File: config.mk
export PLATFORM = sky130hd
export DESIGN_NAME = ahbwb_top
export DESIGN_NICKNAME = d
export VERILOG_FILES = /design/src/rtl/ahbwb_pkg.sv /design/src/rtl/ahbwb_beat_track.sv /design/src/rtl/ahbwb_down_engine.sv /design/src/rtl/ahbwb_top.sv
export SDC_FILE = /design/constraint.sdc
export NUM_CORES = 1
export LEC_CHECK = 0
export BUFFER_PORTS_ARGS = -buffer_cell sky130_fd_sc_hd__buf_2
export CAP_MARGIN = 20
export CORE_MARGIN = 1
export CORE_UTILIZATION = 53
export CTS_CLUSTER_SIZE = 14
export DETAILED_ROUTE_END_ITERATION = 6
export PLACE_DENSITY = 0.85
export RECOVER_POWER = 25
export SLEW_MARGIN = 30
export SYNTH_ARGS = -nofsm -noshare
export SYNTH_HDL_FRONTEND = slang
export SYNTH_SLANG_ARGS = --single-unit
File: constraint.sdc
create_clock -name clk -period 4.1 [get_ports clk]
set_clock_uncertainty 0.05 [all_clocks]
set_input_delay 0.205 -clock clk [delete_from_list [all_inputs] [get_ports clk]]
set_output_delay 0.205 -clock clk [all_outputs]
set_load 0.02 [all_outputs]
File: src/rtl/ahbwb_pkg.sv
package ahbwb_pkg;

    typedef enum logic [1:0] {
        TR_IDLE   = 2'b00,
        TR_BUSY   = 2'b01,
        TR_NONSEQ = 2'b10,
        TR_SEQ    = 2'b11
    } trans_e;

    localparam logic [2:0] BU_SINGLE = 3'd0;
    localparam logic [2:0] BU_INCR   = 3'd1;

    // Per-beat handling decided at address time.
    typedef struct packed {
        logic wr;     // write beat
        logic early;  // master released before downstream completes
        logic merge;  // response is the accumulated burst error
        logic first;  // NONSEQ: starts a fresh error accumulation
    } beat_cls_t;

    typedef enum logic [1:0] {EN_IDLE, EN_ADDR, EN_DATA, EN_DONE} eng_st_e;
    typedef enum logic [1:0] {PH_WAIT, PH_RUN, PH_ERR2} ph_st_e;

    // Beats that follow the first one for a defined-length burst.
    function automatic logic [3:0] beats_after_first(input logic [2:0] burst);
        case (burst)
            3'd2, 3'd3: return 4'd3;
            3'd4, 3'd5: return 4'd7;
            3'd6, 3'd7: return 4'd15;
            default:    return 4'd0;
        endcase
    endfunction

endpackage

File: src/rtl/ahbwb_beat_track.sv
module ahbwb_beat_track
    import ahbwb_pkg::*;
#(
    parameter int CW = 4
) (
    input  logic       clk,
    input  logic       rst,
    input  logic       addr_take,
    input  logic [1:0] htrans,
    input  logic [2:0] hburst,
    input  logic       hwrite,
    input  logic       bufferable,
    input  logic       early_en,
    output beat_cls_t  cls
);
    logic [CW-1:0] left_q;
    logic          undef_q;
    logic          is_ns, is_seq, undef_now, last_now;

    always_comb begin
        is_ns     = (htrans == TR_NONSEQ);
        is_seq    = (htrans == TR_SEQ);
        undef_now = is_ns ? (hburst == BU_INCR) : undef_q;
        if (undef_now)
            last_now = 1'b0;
        else if (is_ns)
            last_now = (beats_after_first(hburst) == 4'd0);
        else
            last_now = (left_q == CW'(1));
        cls.wr    = hwrite;
        cls.first = is_ns;
        cls.merge = hwrite && !undef_now;
        cls.early = hwrite && ((bufferable && early_en) || (!undef_now && !last_now));
    end

    always_ff @(posedge clk) begin
        if (rst) begin
            left_q  <= '0;
            undef_q <= 1'b0;
        end else if (addr_take && is_ns) begin
            left_q  <= CW'(beats_after_first(hburst));
            undef_q <= (hburst == BU_INCR);
        end else if (addr_take && is_seq && left_q != '0) begin
            left_q  <= left_q - CW'(1);
        end
    end

    assert_seq_in_range_R6: assert property (@(posedge clk) disable iff (rst)
        (addr_take && is_seq && !undef_q) |-> (left_q != '0));

    assert_busy_hold_R11: assert property (@(posedge clk) disable iff (rst)
        (addr_take && htrans == TR_BUSY) |=> $stable(left_q));

endmodule

File: src/rtl/ahbwb_down_engine.sv
module ahbwb_down_engine
    import ahbwb_pkg::*;
#(
    parameter int AW = 32,
    parameter int DW = 32
) (
    input  logic          clk,
    input  logic          rst,
    input  logic          launch,
    input  logic          l_wr,
    input  logic [AW-1:0] l_addr,
    input  logic [3:0]    l_prot,
    input  logic [DW-1:0] l_wdata,
    input  logic          l_late,
    input  logic          l_first,
    input  logic          take,
    output logic          idle,
    output logic          done,
    output logic          own_err,
    output logic          acc_err,
    output logic [DW-1:0] rdata,
    output logic [1:0]    s_htrans,
    output logic [AW-1:0] s_haddr,
    output logic          s_hwrite,
    output logic [3:0]    s_hprot,
    output logic [DW-1:0] s_hwdata,
    input  logic          s_hready,
    input  logic          s_hresp,
    input  logic [DW-1:0] s_hrdata
);
    eng_st_e       st;
    logic [AW-1:0] addr_q;
    logic [DW-1:0] wdata_q, rdata_q;
    logic [3:0]    prot_q;
    logic          wr_q, late_q, own_q, acc_q;

    always_ff @(posedge clk) begin
        if (rst) begin
            st      <= EN_IDLE;
            addr_q  <= '0;
            wdata_q <= '0;
            rdata_q <= '0;
            prot_q  <= '0;
            wr_q    <= 1'b0;
            late_q  <= 1'b0;
            own_q   <= 1'b0;
            acc_q   <= 1'b0;
        end else begin
            case (st)
                EN_IDLE: if (launch) begin
                    st      <= EN_ADDR;
                    addr_q  <= l_addr;
                    wdata_q <= l_wdata;
                    prot_q  <= l_prot;
                    wr_q    <= l_wr;
                    late_q  <= l_late;
                    if (l_first) acc_q <= 1'b0;
                end
                EN_ADDR: if (s_hready) st <= EN_DATA;
                EN_DATA: if (s_hready) begin
                    st      <= EN_DONE;
                    own_q   <= s_hresp;
                    acc_q   <= acc_q | s_hresp;
                    rdata_q <= s_hrdata;
                end
                EN_DONE: if (!late_q || take) st <= EN_IDLE;
                default: st <= EN_IDLE;
            endcase
        end
    end

    assign idle     = (st == EN_IDLE);
    assign done     = (st == EN_DONE) && late_q;
    assign own_err  = own_q;
    assign acc_err  = acc_q;
    assign rdata    = rdata_q;
    assign s_htrans = (st == EN_ADDR) ? TR_NONSEQ : TR_IDLE;
    assign s_haddr  = addr_q;
    assign s_hwrite = wr_q;
    assign s_hprot  = prot_q;
    assign s_hwdata = wdata_q;

    assert_addr_hold_R10: assert property (@(posedge clk) disable iff (rst)
        (s_htrans == TR_NONSEQ && !s_hready) |=> (s_htrans == TR_NONSEQ && $stable(s_haddr)));

endmodule

File: src/rtl/ahbwb_top.sv
module ahbwb_top
    import ahbwb_pkg::*;
#(
    parameter int AW = 32,
    parameter int DW = 32,
    parameter int CW = 4
) (
    input  logic          clk,
    input  logic          rst,
    input  logic          cfg_early_ok,
    input  logic          m_hsel,
    input  logic [AW-1:0] m_haddr,
    input  logic [1:0]    m_htrans,
    input  logic          m_hwrite,
    input  logic [2:0]    m_hburst,
    input  logic [3:0]    m_hprot,
    input  logic [DW-1:0] m_hwdata,
    input  logic          m_hready,
    output logic          m_hreadyout,
    output logic          m_hresp,
    output logic [DW-1:0] m_hrdata,
    output logic [1:0]    s_htrans,
    output logic [AW-1:0] s_haddr,
    output logic          s_hwrite,
    output logic [3:0]    s_hprot,
    output logic [DW-1:0] s_hwdata,
    input  logic          s_hready,
    input  logic          s_hresp,
    input  logic [DW-1:0] s_hrdata
);
    beat_cls_t     cls_now, cls_r;
    logic          ph_act;
    logic [AW-1:0] addr_r;
    logic [3:0]    prot_r;
    ph_st_e        ph_st, ph_nx;
    logic          addr_take;
    logic          eng_launch, eng_late, eng_take;
    logic          eng_idle, eng_done, eng_own, eng_acc;

    assign addr_take = m_hsel && m_hready;

    ahbwb_beat_track #(.CW(CW)) u_track (
        .clk(clk), .rst(rst), .addr_take(addr_take), .htrans(m_htrans),
        .hburst(m_hburst), .hwrite(m_hwrite), .bufferable(m_hprot[2]),
        .early_en(cfg_early_ok), .cls(cls_now)
    );

    ahbwb_down_engine #(.AW(AW), .DW(DW)) u_eng (
        .clk(clk), .rst(rst), .launch(eng_launch), .l_wr(cls_r.wr),
        .l_addr(addr_r), .l_prot(prot_r), .l_wdata(m_hwdata), .l_late(eng_late),
        .l_first(cls_r.first), .take(eng_take), .idle(eng_idle), .done(eng_done),
        .own_err(eng_own), .acc_err(eng_acc), .rdata(m_hrdata),
        .s_htrans(s_htrans), .s_haddr(s_haddr), .s_hwrite(s_hwrite),
        .s_hprot(s_hprot), .s_hwdata(s_hwdata), .s_hready(s_hready),
        .s_hresp(s_hresp), .s_hrdata(s_hrdata)
    );

    always_comb begin
        m_hreadyout = 1'b1;
        m_hresp     = 1'b0;
        eng_launch  = 1'b0;
        eng_late    = 1'b0;
        eng_take    = 1'b0;
        ph_nx       = ph_st;
        if (ph_act) begin
            if (cls_r.early) begin
                m_hreadyout = eng_idle;
                eng_launch  = eng_idle;
            end else begin
                case (ph_st)
                    PH_WAIT: begin
                        m_hreadyout = 1'b0;
                        if (eng_idle) begin
                            eng_launch = 1'b1;
                            eng_late   = 1'b1;
                            ph_nx      = PH_RUN;
                        end
                    end
                    PH_RUN: begin
                        m_hreadyout = 1'b0;
                        if (eng_done) begin
                            eng_take = 1'b1;
                            if (cls_r.merge ? eng_acc : eng_own) begin
                                m_hresp = 1'b1;
                                ph_nx   = PH_ERR2;
                            end else begin
                                m_hreadyout = 1'b1;
                                ph_nx       = PH_WAIT;
                            end
                        end
                    end
                    PH_ERR2: begin
                        m_hresp = 1'b1;
                        ph_nx   = PH_WAIT;
                    end
                    default: ph_nx = PH_WAIT;
                endcase
            end
        end
    end

    always_ff @(posedge clk) begin
        if (rst) begin
            ph_act <= 1'b0;
            ph_st  <= PH_WAIT;
            cls_r  <= '0;
            addr_r <= '0;
            prot_r <= '0;
        end else begin
            ph_st <= ph_nx;
            if (m_hready) begin
                ph_act <= m_hsel && m_htrans[1];
                if (m_hsel && m_htrans[1]) begin
                    cls_r  <= cls_now;
                    addr_r <= m_haddr;
                    prot_r <= m_hprot;
                end
            end
        end
    end

    assert_err_two_cycle_R8: assert property (@(posedge clk) disable iff (rst)
        (m_hresp && !m_hreadyout) |=> (m_hresp && m_hreadyout));

    assert_done_has_owner_R10: assert property (@(posedge clk) disable iff (rst)
        eng_done |-> (ph_act && !cls_r.early && ph_st == PH_RUN));

endmodule

# After elaboration in Yosys (flattened, before gate mapping)
# Cells that the tools add are included.
[op_classes]
addsub = 1
eq_ne = 22
muxes = 44
bitwise_logic = 2
n_reduce_logical = 30
[ops]
columns = ["op", "count"]
rows = [
  ["$mux 1", 26],
  ["$mux 2", 8],
  ["$mux 4", 4],
  ["$eq 3x3->1 const B", 4],
  ["$ne 2x2->1 const B", 6],
  ["$pmux 4 s3", 1],
  ["$reduce_and 4->1", 3],
  ["$eq 2x2->1 const B", 5],
  ["$logic_and 1x1->1", 10],
  ["$pmux 2 s4", 1],
  ["$eq 3x2->1 const B", 2],
  ["$pmux 1 s2", 3],
  ["$reduce_and 2->1", 3],
  ["$reduce_or 2->1", 3],
  ["$eq 2x1->1 const B", 2],
  ["$eq 4x1->1 const B", 1],
  ["$logic_not 2->1", 2],
  ["$logic_not 4->1", 1],
  ["$pmux 2 s2", 1],
  ["$reduce_bool 2->1", 2],
  ["$reduce_bool 4->1", 1],
  ["$sub 4x1->4 const B", 1],
  ["$eq 3x1->1 const B", 1],
  ["$logic_not 1->1", 3],
  ["other kinds (4)", 5],
]
[word_totals]
register_bits = 154
inputBits = 113
out_inout_bits = 105
wordCells = 118

# Longest topological paths before layout
[depth]
depth_word = 12
mapped_depth = 9

# Modules after synthesis
# A second synthesis with hierarchy kept.
[hier_totals]
cells_unflattened = 735
area_unflattened_um2 = 6015.8
[by_module_without_submodules]
columns = ["mod", "instances", "cells_per_inst", "area_each_um2", "seq_area_each_um2"]
rows = [
  ["ahbwb_down_engine", 1, 477, 3781.1, 2122.0],
  ["ahbwb_top", 1, 210, 1803.0, 860.8],
  ["ahbwb_beat_track", 1, 48, 431.7, 100.1],
]

# Worst setup path after synthesis
# Ideal clock, no wire load.
[synth_timing]
kind = "reg2out"
from = "register ph_st[1]"
to = "output m_hresp"
t_arrival_ps = 1516
required_time_ps = 3845
setup_slack_ps = 2329
path_stages_with_launch = 6
path_cell_list = "dfxtp_1 -> inv_1 -> ha_1 -> nor3b_1 -> nor2_1 -> nor3b_1"
[synth_between]
elab_chain_cells = 4
word_cells_on_any_way = 5
[synth_rtl]
columns = ["element", "line", "source"]
rows = [
  ["start: declaration", "ahbwb_top.sv:35", "ph_st_e ph_st, ph_nx;"],
  ["start signal: assignment", "ahbwb_top.sv:110", "ph_st <= ph_nx;"],
  ["$eq 2x2->1 or $eq 2x1->1 (tied branches)", "ahbwb_top.sv:70", "case (ph_st)"],
  ["$pmux 1 s2 *", "ahbwb_top.sv:70", ""],
  ["$mux 1 *", "ahbwb_top.sv:66", "if (cls_r.early) begin"],
  ["$mux 1 *", "ahbwb_top.sv:65", "if (ph_act) begin"],
  ["end: declaration", "ahbwb_top.sv:20", "output logic m_hresp,"],
]
# Every way passes the cells marked *; elsewhere a longest branch is shown, timed or not.

# Worst setup path after layout
[layout_timing]
from = "register ph_st[0]"
to = "register u_eng.wdata_q[18] (netlist: u_eng.s_hwdata[18])"
[layout_between]
elab_chain_cells = 5
[layout_rtl]
columns = ["element", "line", "source"]
rows = [
  ["$logic_not 2->1", "ahbwb_top.sv:70", ""],
  ["$mux 1", "ahbwb_top.sv:70", ""],
  ["$mux 1", "ahbwb_top.sv:66", ""],
  ["$mux 1", "ahbwb_top.sv:65", ""],
  ["$reduce_and 2->1 (no source line)", "n/a", ""],
  ["end signal: assignment", "ahbwb_down_engine.sv:53", "wdata_q <= l_wdata;"],
  ["end: declaration", "ahbwb_down_engine.sv:33", "logic [DW-1:0] wdata_q, rdata_q;"],
]
# No other way between the ends.
# A chain may end at the register's enable or synchronous reset.

==> flow_metrics.env <==
export IMPL_fmax_mhz=401
export IMPL_path_class="flip-flop to flip-flop"
export IMPL_hold_buffers=105
export IMPL_drtAntennaViolNets=0
export IMPL_status="completed"
export IMPL_p_per_area_nw_per_um2=438
export IMPL_drc=0
export IMPL_layout_nets=1145
export IMPL_reg2reg_depth=6
export IMPL_finalHoldViolations=0
export IMPL_pwr_share_comb_pct=15.3
export IMPL_worst_endpoint_required_ps=4480
export IMPL_yosysSeqAreaShare_pct=52.9
export IMPL_clkTransAtPathRegs_ps=60
export IMPL_path_cells="inv_1 > ha_1 > o211ai_4 > buf_4 > nand2_1 > a21oi_1"
export IMPL_pwr_share_clk_pct=41.2
export IMPL_p_int_w=0.00270
export IMPL_cp_max_fo=39
export IMPL_slowest_stage="o211ai_4"
export IMPL_min_period_over_period_pct=60.8
export IMPL_grtUsageTotal_pct=31.4
export IMPL_p_leak_nw=3.31
export IMPL_async_flop_share_pct=0
export IMPL_first_pass_iters=5
export IMPL_tns_ps=0
export IMPL_placed_area_um2=6870
export IMPL_rsz0062_at_grt="false"
export IMPL_cpPeakStageDelay_ps=760
export IMPL_htree_levels=4
export IMPL_ios=218
export IMPL_core_area_um2=10500
export IMPL_synth_cell_type_count=40
export IMPL_wl_um=18200
export IMPL_hold_depth=4
export IMPL_slew_violations=0
export IMPL_die_area_um2=11400
export IMPL_whs_ps=16.9
export IMPL_place_hpwl_um=9300
export IMPL_via_count=6082
export IMPL_setup_violations=0
export IMPL_synth_top_area_cell="dfxtp_1"
export IMPL_clkSinkCount=154
export IMPL_p_switching_w=0.000988
export IMPL_crit_arrival_ps=2870
export IMPL_grt_max_degree=85
export IMPL_syn_avg_cell_area_um2=7.99
export IMPL_ys_top_cells_by_area="dfxtp_1 (53%), nand2_1 (18%), a21oi_1 (13%), ha_1 (2.4%), buf_2 (2.0%)"
export IMPL_min_path_type="input port to flip-flop"
export IMPL_rrSetupSlack_ps=1610
export IMPL_syn_inst=730
export IMPL_worst_slew_pin_slew_ps=919
export IMPL_swShare_pct=26.8
export IMPL_place_congestion=0.750
export IMPL_clock_latency_ps=520
export IMPL_post_cts_setup_buffers=0
export IMPL_fillCellCount=682
export IMPL_instances_no_fill=1170
export IMPL_design_area_um2=8420
export IMPL_drt_iter0_drc=426
export IMPL_critPathCaptureType="flip-flop"
export IMPL_cap_viol_max_count=0
export IMPL_cts_tree="yes"
export IMPL_ys_flop_type="dfxtp_1"
export IMPL_cts_resized=0
export IMPL_cts_buffer_depth=2
export IMPL_ir_drop_v=0.000391
export IMPL_synth_top_area_share_pct=52.9
export IMPL_slew_headroom_pct=38.7
export IMPL_synthToLayoutAreaGrowth_pct=44.4
export IMPL_io_buffers=216
export IMPL_wire_per_inst_um=15.6
export IMPL_grt_pass1_wl_um=28100
export IMPL_die_x_um=107
export IMPL_period_needed_ps=2490
export IMPL_grt_antenna_before_repair=1
export IMPL_cts_made_buffers=17
export IMPL_yosys_warnings=0
export IMPL_die_height_um=107
export IMPL_cp_start_kind="flip-flop"
export IMPL_cts_root_buf="clkbuf_8"
export IMPL_synth_edf_count=0
export IMPL_grt_ovfl_total=0
export IMPL_ys_ff_latch=154
export IMPL_sequentialPowerShare_pct=43.4
export IMPL_rows=37
export IMPL_drive_above_1_share_pct=19.5
export IMPL_netlist_area_um2=5830
export IMPL_viasPerCell=5.20
export IMPL_grt_pass1_vias=6098
export IMPL_synth_fp_nets=854
export IMPL_placedCellCount=1033
export IMPL_start_util_pct=55.5
==> stage by stage <==
| stage | setup WS [ps] | power (W) | utilization (%) |
|---|---|---|---|
| 2_1_floorplan | 2330 | 0.00195 | - |
| 3_3_place_gp | 1770 | 0.00208 | 65.4 |
| 3_5_place_dp | 1640 | 0.00210 | 65.4 |
| 4_1_cts | 1610 | 0.00368 | 80.9 |
| 5_1_grt | 1440 | 0.00381 | 80.1 |
| 6_report | 1610 | 0.00369 | 80.1 |
==> sequential cells by signal, indices dropped and copies added (netlist names) <==
| register | flops |
|---|---|
| addr_r | 32 |
| cls_r | 4 |
| u_eng.acc_err | 1 |
| prot_r | 4 |
| ph_act | 1 |
| u_eng.s_haddr | 32 |
| u_eng.own_err | 1 |
| u_eng.st | 2 |
| u_track.left_q | 4 |
| u_eng.rdata | 32 |
| u_eng.s_hwdata | 32 |
| u_track.undef_q | 1 |
| ph_st | 2 |
| u_eng.late_q | 1 |
| u_eng.s_hwrite | 1 |
| u_eng.s_hprot | 4 |
==> power by group through the flow <==
stage	Combinational (W)	Clock (W)	Sequential (W)
floorplan	0.000286	0	0.00167
global placement	0.000457	0	0.00163
detailed placement	0.000469	0	0.00163
CTS	0.000548	0.00153	0.00160
global route	0.000605	0.00159	0.00161
finish	0.000565	0.00152	0.00160
==> layer usage <==
metal	routed length, um	track usage, %	up-vias
li1	-	-	2956
met1	7180	34.7	2763
met2	9040	56.2	307
met3	1360	7.66	56
met4	624	14.9	0
met5	0	0	-
==> cell type report <==
cell class	count	area (um^2)	share of cell area (%)
Timing Repair Buffer	326	2100	25.0
Multi-Input combinational cell	512	2450	29.1
Tap cell	136	170	2.02
Clock buffer	20	455	5.41
Inverter	10	37.5	0.446
Antenna cell	1	2.50	0.0297
Sequential cell	154	3080	36.6
Clock inverter	11	120	1.43
==> final timing paths <==
path                                start                              end
setup / recovery    ph_st[0]$_SDFFE_PP0P_  u_eng.s_hwdata[18]$_SDFFE_PP0P_
hold / removal                m_hburst[2]     u_track.undef_q$_SDFFE_PP0P_
setup reg to reg    ph_st[0]$_SDFFE_PP0P_  u_eng.s_hwdata[18]$_SDFFE_PP0P_
hold reg to reg   addr_r[31]$_SDFFE_PP0P_   u_eng.s_haddr[31]$_SDFFE_PP0P_
==> placed cells by master (no fill, tap or decap), drive strengths merged, types with 3 or more instances in the layout <==
master       netlist  final
a311oi             3      3
clkbuf            21     84
o21ai              9      9
nor3               5      5
nand2b             4      4
inv               10     11
mux2i              3      3
dlygate4sd3        0    105
a21oi            149    149
nor3b              3      3
buf               33    157
nor2              12     12
nand2            286    286
dfxtp            154    154
clkinvlp           0      3
clkinv             0      5
a211oi             3      3
ha                11     11
==> cells in the mapped netlist, types with 2 or more instances <==
master	n
o21ai_2	2
a31oi_1	2
nor3_1	5
nor2b_1	2
ha_1	11
nor2_1	12
a311oi_1	3
nand2b_1	4
dfxtp_1	154
nand2_1	286
nor3b_1	3
mux2i_1	3
a211oi_1	2
buf_4	5
clkbuf_1	21
buf_6	4
a21oi_1	149
buf_2	23
inv_1	10
and2_1	2
o21ai_0	7
nand3_1	2
==> cell families after synthesis <==
group	share of synthesized area [%]
flip-flops	52.9
other	0.0643
AND/OR/NAND/NOR	21.9
adder cells (fa/ha/maj)	2.36
multiplexers	0.515
AO/OA/AOI/OAI	16.9
buffers and inverters	5.45
==> worst max-delay path, delay by kind of cell (launching register included) <==
family          cells  cell delay, ps
compound gates      2             950
simple gates        1             110
flops               1             350
buf+inv             2             610
fa+ha+maj           1             320
Power figures use the tool's default switching activity.
